===== src/rtl/burst_pkg.sv =====
package burst_pkg;
  localparam int BEAT_W = 2;

  typedef enum logic {
    ORD_LINEAR     = 1'b0,
    ORD_INTERLEAVE = 1'b1
  } burst_order_e;
endpackage


===== src/rtl/burst_base_reg.sv =====
module burst_base_reg
  import burst_pkg::*;
#(
  parameter int ADDR_W = 20
) (
  input  logic              clk,
  input  logic              rst_n,
  input  logic              load,
  input  logic [ADDR_W-1:0] addr_in,
  input  logic              order_sel,
  output logic [ADDR_W-1:0] base,
  output burst_order_e      order_q
);
  always_ff @(posedge clk or negedge rst_n) begin
    if (!rst_n) begin
      base    <= '0;
      order_q <= ORD_LINEAR;
    end else if (load) begin
      base    <= addr_in;
      order_q <= burst_order_e'(order_sel);
    end
  end

  // a load captures the address presented at that edge
  a_r2_capture: assert property (@(posedge clk) disable iff (!rst_n)
    load |=> base == $past(addr_in));
  // without a load, base and order are frozen
  a_r9_base_frozen: assert property (@(posedge clk) disable iff (!rst_n)
    !load |=> $stable(base) && $stable(order_q));
endmodule


===== src/rtl/burst_beat_ctr.sv =====
module burst_beat_ctr
  import burst_pkg::*;
(
  input  logic              clk,
  input  logic              rst_n,
  input  logic              load,
  input  logic              adv,
  output logic [BEAT_W-1:0] beat
);
  always_ff @(posedge clk or negedge rst_n) begin
    if (!rst_n)
      beat <= '0;
    else if (load)
      beat <= '0;
    else if (adv)
      beat <= beat + 1'b1;
  end

  // a load, even with adv high, restarts the beat count
  a_r8_load_wins: assert property (@(posedge clk) disable iff (!rst_n)
    load |=> beat == '0);
  // no load and no advance keeps the beat
  a_r7_beat_hold: assert property (@(posedge clk) disable iff (!rst_n)
    (!load && !adv) |=> $stable(beat));
endmodule


===== src/rtl/burst_order_map.sv =====
module burst_order_map
  import burst_pkg::*;
(
  input  logic [BEAT_W-1:0] base_lo,
  input  logic [BEAT_W-1:0] beat,
  input  burst_order_e      order,
  output logic [BEAT_W-1:0] lo_out
);
  always_comb begin
    if (order == ORD_INTERLEAVE)
      lo_out = base_lo ^ beat;
    else
      lo_out = base_lo + beat;   // R4, wraps modulo 4
  end

  // beat zero always maps to the base offset
  always_comb begin
    a_r10_beat0_base: assert (beat != '0 || lo_out == base_lo);
  end
endmodule


===== src/rtl/burst_addr_gen.sv =====
module burst_addr_gen
  import burst_pkg::*;
#(
  parameter int ADDR_W = 20
) (
  input  logic              clk,
  input  logic              rst_n,
  input  logic [ADDR_W-1:0] addr_in,
  input  logic              start_a,
  input  logic              start_b,
  input  logic              adv,
  input  logic              order_sel,
  output logic [ADDR_W-1:0] addr_out
);
  localparam int HI_W = ADDR_W - BEAT_W;

  logic              load;
  logic [ADDR_W-1:0] base;
  burst_order_e      order_q;
  logic [BEAT_W-1:0] beat;
  logic [BEAT_W-1:0] lo;

  assign load = start_a | start_b;

  burst_base_reg #(.ADDR_W(ADDR_W)) u_base (
    .clk(clk), .rst_n(rst_n), .load(load), .addr_in(addr_in),
    .order_sel(order_sel), .base(base), .order_q(order_q)
  );

  burst_beat_ctr u_beat (
    .clk(clk), .rst_n(rst_n), .load(load), .adv(adv), .beat(beat)
  );

  burst_order_map u_map (
    .base_lo(base[BEAT_W-1:0]), .beat(beat), .order(order_q), .lo_out(lo)
  );

  generate
    if (HI_W > 0) begin : g_hi
      assign addr_out = {base[ADDR_W-1:BEAT_W], lo};
    end else begin : g_lo_only
      assign addr_out = lo[ADDR_W-1:0];
    end
  endgenerate

  // idle edges leave the output alone
  a_r7_out_hold: assert property (@(posedge clk) disable iff (!rst_n)
    (!start_a && !start_b && !adv) |=> $stable(addr_out));
  // upper bits never move without a load
  a_r9_upper_fixed: assert property (@(posedge clk) disable iff (!rst_n)
    (!start_a && !start_b) |=> $stable(addr_out[ADDR_W-1:BEAT_W]));
  // either strobe puts addr_in on the output next cycle
  a_r3_either_start: assert property (@(posedge clk) disable iff (!rst_n)
    (start_a || start_b) |=> addr_out == $past(addr_in));
endmodule


===== config.mk =====
export PLATFORM = sky130hd
export DESIGN_NAME = burst_addr_gen
export DESIGN_NICKNAME = d
export VERILOG_FILES = /design/src/rtl/burst_pkg.sv /design/src/rtl/burst_base_reg.sv /design/src/rtl/burst_beat_ctr.sv /design/src/rtl/burst_order_map.sv /design/src/rtl/burst_addr_gen.sv
export SDC_FILE = /design/constraint.sdc
export NUM_CORES = 1
export LEC_CHECK = 0
export BUFFER_PORTS_ARGS = -buffer_cell sky130_fd_sc_hd__buf_4
export CORE_MARGIN = 5
export CORE_UTILIZATION = 40
export CTS_CLUSTER_DIAMETER = 40
export CTS_CLUSTER_SIZE = 40
export DETAILED_ROUTE_END_ITERATION = 12
export PLACE_DENSITY = 0.71
export SKIP_LAST_GASP = 1
export SYNTH_ARGS = -nofsm -noshare
export SYNTH_HDL_FRONTEND = slang
export SYNTH_SLANG_ARGS = --single-unit

===== constraint.sdc =====
create_clock -name clk -period 1.4 [get_ports clk]
set_input_delay 0.42 -clock clk [delete_from_list [all_inputs] [get_ports clk]]
set_output_delay 0.42 -clock clk [all_outputs]
set_load 0.02 [all_outputs]

# After elaboration in Yosys (flattened, before gate mapping)
# Cells that the tools add are included.
# W data, S select, Z words.
totals:
  elab_cells: 11
  out_inout_bits: 20
  ff_bits: 23
op_classes:
  n_mux: 3
  add_sub_neg: 2
  n_reduce_logical: 1
  n_bitwise: 2
ops:
  columns: ["cell", "count"]
  rows:
  - ["$mux W2", 3]
  - ["$add A2 B1 Y2 const B", 1]
  - ["$add A2 B2 Y2", 1]
  - ["$reduce_bool A2 Y1", 1]
  - ["$xor A2 B2 Y2", 1]
  - ["$or A1 B1 Y1", 1]

# Depth between registers and ports, before layout
depth:
  word_depth: 3
  ltp_mapped: 4
  mapped_depth_nobuf: 3

# By module
# Synthesis repeated with hierarchy kept, for this count alone.
hier_totals:
  hier_cells: 56
  hier_area_um2: 991.0
by_module_without_submodules:
  columns: ["module", "instances", "seq_area_each_um2", "area_per_inst_um2", "cells_each"]
  rows:
  - ["burst_base_reg", 1, 525.5, 859.6, 44]
  - ["burst_beat_ctr", 1, 50.0, 88.8, 7]
  - ["burst_order_map", 1, 0.0, 36.3, 4]
  - ["burst_addr_gen", 1, 0.0, 6.3, 1]

# Least setup slack after synthesis
# Ideal clock, no wire load.
synth_path:
  kind: "register to output"
  start: "register u_beat.beat[0]"
  end: "output addr_out[1]"
  slack_ns: -0.091
  arrival_time_ns: 1.071
  path_buffers: 0
  path_stages_with_launch: 4
  required_ns: 0.980
  path_cell_list: "dfrtp_1 ha_1 nor2b_1 xnor2_1"
synth_via:
  elab_chain_cells: 2
synth_rtl:
  columns: ["item", "line_no", "source"]
  rows:
  - ["from (decl)", "burst_beat_ctr.sv:8", "output logic [BEAT_W-1:0] beat"]
  - ["from (signal assigned)", "burst_beat_ctr.sv:16", "beat <= beat + 1'b1;"]
  - ["$add A2 B2 Y2", "burst_order_map.sv:13", "lo_out = base_lo + beat;"]
  - ["$mux W2", "burst_order_map.sv:10", "if (order == ORD_INTERLEAVE)"]
  - ["to (decl)", "burst_addr_gen.sv:13", "output logic [ADDR_W-1:0] addr_out"]
# No other way between the ends.

# Worst setup path in the final report
layout_path:
  start: "register u_base.base[0]"
  end: "output addr_out[1]"
layout_via:
  elab_chain_cells: 2
layout_rtl:
  columns: ["item", "line_no", "source"]
  rows:
  - ["from (decl)", "burst_base_reg.sv:11", "output logic [ADDR_W-1:0] base,"]
  - ["from (signal assigned)", "burst_base_reg.sv:19", "base <= addr_in;"]
  - ["$add A2 B2 Y2", "burst_order_map.sv:13", null]
  - ["$mux W2", "burst_order_map.sv:10", null]
# No other way between the ends.

==> results.toml <==
[clocking]
htree_levels = 1
cts_buffers = 3
path_clk_slew_ps = 130
cts.sinks = 23
ctsLongestPathBuffers = 2
cts_tree = "built"
ctsRootBufferMaster = "clkbuf_4"
insertion_delay_ps = 300

[place]
dp_hpwl_um = 1556
gp_congestion = 0.6577
port_buffers = 45

[finish]
drive_gt1_share_pct = 72.48
syn_to_final_growth_pct = 27.57
diodes = 0
final_nets = 137
utilization_pct = 52.90
multi_input_area_sq_um = 416.7
fill_cells = 246
register_area_sq_um = 575.6

[timing]
post-route-min-period_ps = 1751
slew_headroom_pct = 80.56
fin_ws_ps = -350.6
worst_pin_slew_ps = 291.6
finalHoldViolations = 0
rsz0062_at_grt = "true"
slew_violations = 0
fin_worst_skew_ps = 0.03805
whs_ps = 334.3
clock.fmax_ghz = 0.5712
setup_viol = 2
finalCritPeriodShare_pct = 125.0

[logic_synthesis]
ys_ff_latch = 23
synth_mux_area_share_pct = 26.59
yosysWarnings = 0
synth_fp_nets = 102
synthCells = 75
synth-seq-area-share_pct = 50.33
synth-xor-area-share_pct = 2.298
synth_area_sq_um = 1144
synth_top_family_by_area = "multiplexers"
avgSynthCellArea_sq_um = 15.25
synth.distinct_cells = 14
synthSimpleGateAreaFrac_pct = 2.079
synth-compound-area-share_pct = 1.313
synth-adder-area-share_pct = 1.094

[grt]
grt_use_total_pct = 11.05
grt_pass1_vias = 743
grt_max_degree = 24
antenna_found_initial = 0
grt_first_pass_wirelength_um = 3484
grt-ovfl-total = 0

[critical_path]
start_kind = "flop"
cp_max_fo = 2
r2r-end = "u_beat.beat[1]"
worstSetupEndpointType = "primary output"
rr_startpoint = "u_beat.beat[0]"
critPathKind = "flop to primary output"
worst_ep_required_time_ps = 980
arrival_ps = 1330
r2r_slack_ps = 210
r2r_cells = 5

[detailed_routing]
vias = 643
dr.pass1.iters = 2
wl_per_cell_um = 15.01
post-route-drc-count = 0
post_drt_via_cell_ratio = 4.593
drtIter0Drc = 5
antenna_left = 0
routed_wl_um = 2102

[worst_hold_path]
hp-start = "addr_in[9]"
holdPathEnd = "u_base.base[9]"
hold_class = "input port to flop"
holdPathStages = 2

[power]
switching_share_pct = 26.58
p_sw_mw = 0.3775
vdd_ir_drop_max_mv = 0.6018
powerDensity_nw_per_um2 = 973.6
p_int_mw = 1.043
power_frac_seq_pct = 53.0
leakagePower_nw = 0.7473
comb_power_share_pct = 25.8
clkPwrFrac_pct = 21.3

[die]
core_sq_um = 2758
die_x_um = 63.47
start_util_pct = 41.47
die_h_um = 63.47
die_area_sq_um = 4028
io_pins = 46
row_count = 19

[flow_run]
drv_cap = 0

[outcome]
status = "finished, violations left"
violations = "negative setup slack"
[cell type report]
type / count / share of cell area (%)
timing repair buffer: 51 / 27.53
multi-input combinational: 31 / 28.56
sequential: 23 / 39.45
clock buffer: 4 / 1.801
tap: 31 / 2.659
[what timing repair did]
item	CTS	global route
pin swaps	2	1
hold buffers	1	0
gates resized for setup	5	1
cloned	0	0
hold endpoints to repair	23	0
endpoints found under the setup margin	2	2
setup buffers	2	1
[per-stage QoR]
stage          setup slack, ps  power (mW)  TNS, ps  area, sq um  std cells
2_1_floorplan            19.53       1.015        0         1151         75
3_3_place_gp             4.935       1.104        0         1369        132
3_5_place_dp            -39.12       1.113   -39.12         1369        132
4_1_cts                 -374.9       1.435   -551.0         1441        139
5_1_grt                 -418.3       1.499   -617.9         1459        140
6_report                -350.6       1.420   -494.9         1459        140
[worst max-delay path, cell delays in order (launching register included)]
cell     delay (ps)
dfrtp_1         440
ha_4            170
nor2b_4         120
xnor2_2         130
buf_4           160
[cells in the mapped netlist (all sizes together)]
cell type,number,area share (%)
dfrtp,23,50
buf,21,16
mux2,21,27
xnor2,3,2.3
a21bo,1,0.88
a21oi,1,0.44
ha,1,1.1
nand3b,1,0.66
nor2,1,0.33
nor2b,1,0.55
or2,1,0.55
[kinds of logic (layout without fill, tap and decap cells)]
group | Yosys count | in the layout
AO/OA/AOI/OAI | 2 | 2
XOR/XNOR | 3 | 3
adder cells (fa/ha/maj) | 1 | 1
buffers and inverters | 21 | 55
flip-flops | 23 | 23
multiplexers | 21 | 21
AND/OR/NAND/NOR | 4 | 4
[flip-flops by register name (all words and copies together) (netlist names)]
name            flops
u_base.order_q      1
u_base.base        20
u_beat.beat         2
[routing by layer]
layer | GRT usage [%] | vias to the layer above | wire length [um] | part of all wire, %
met1 | 12.73 | 319 | 808 | 38
li1 | - | 301 | - | -
met3 | 3.020 | 4 | 109 | 5.2
met4 | 4.675 | 0 | 31 | 1.5
met2 | 19.04 | 19 | 1153 | 55
met5 | 0 | - | 0 | 0
[power groups by stage]
stage	Sequential, mW	Clock (mW)	Combinational [mW]
final	0.752	0.302	0.366
after detailed placement	0.762	0	0.351
after global routing	0.763	0.346	0.390
after CTS	0.752	0.316	0.368
after global placement	0.759	0	0.345
after floorplan	0.752	0	0.263
[cells in the final DEF, fill, tap and decap left out, drive strengths merged]
cell	netlist	final
a21bo	1	1
a21oi	1	1
buf	21	50
clkbuf	0	4
dfrtp	23	23
dlygate4sd3	0	1
ha	1	1
mux2	21	21
nand3b	1	1
nor2	1	1
nor2b	1	1
or2	1	1
xnor2	3	3
[how the worst max path moves through the flow]
| stage | from | cells after the start | slack [ps] | endpoint |
|---|---|---|---|---|
| 6_report | u_base.base[0] | 4 | -350 | addr_out[1] |
| 5_1_grt | u_base.base[0] | 4 | -420 | addr_out[1] |
| 4_1_cts | u_beat.beat[0] | 4 | -370 | addr_out[1] |
| 3_5_place_dp | u_base.base[0] | 4 | -40 | addr_out[1] |
| 3_3_place_gp | u_base.base[0] | 4 | 5 | addr_out[1] |
| 2_1_floorplan | u_beat.beat[0] | 3 | 20 | addr_out[1] |
(Power assumes the default switching activity.)
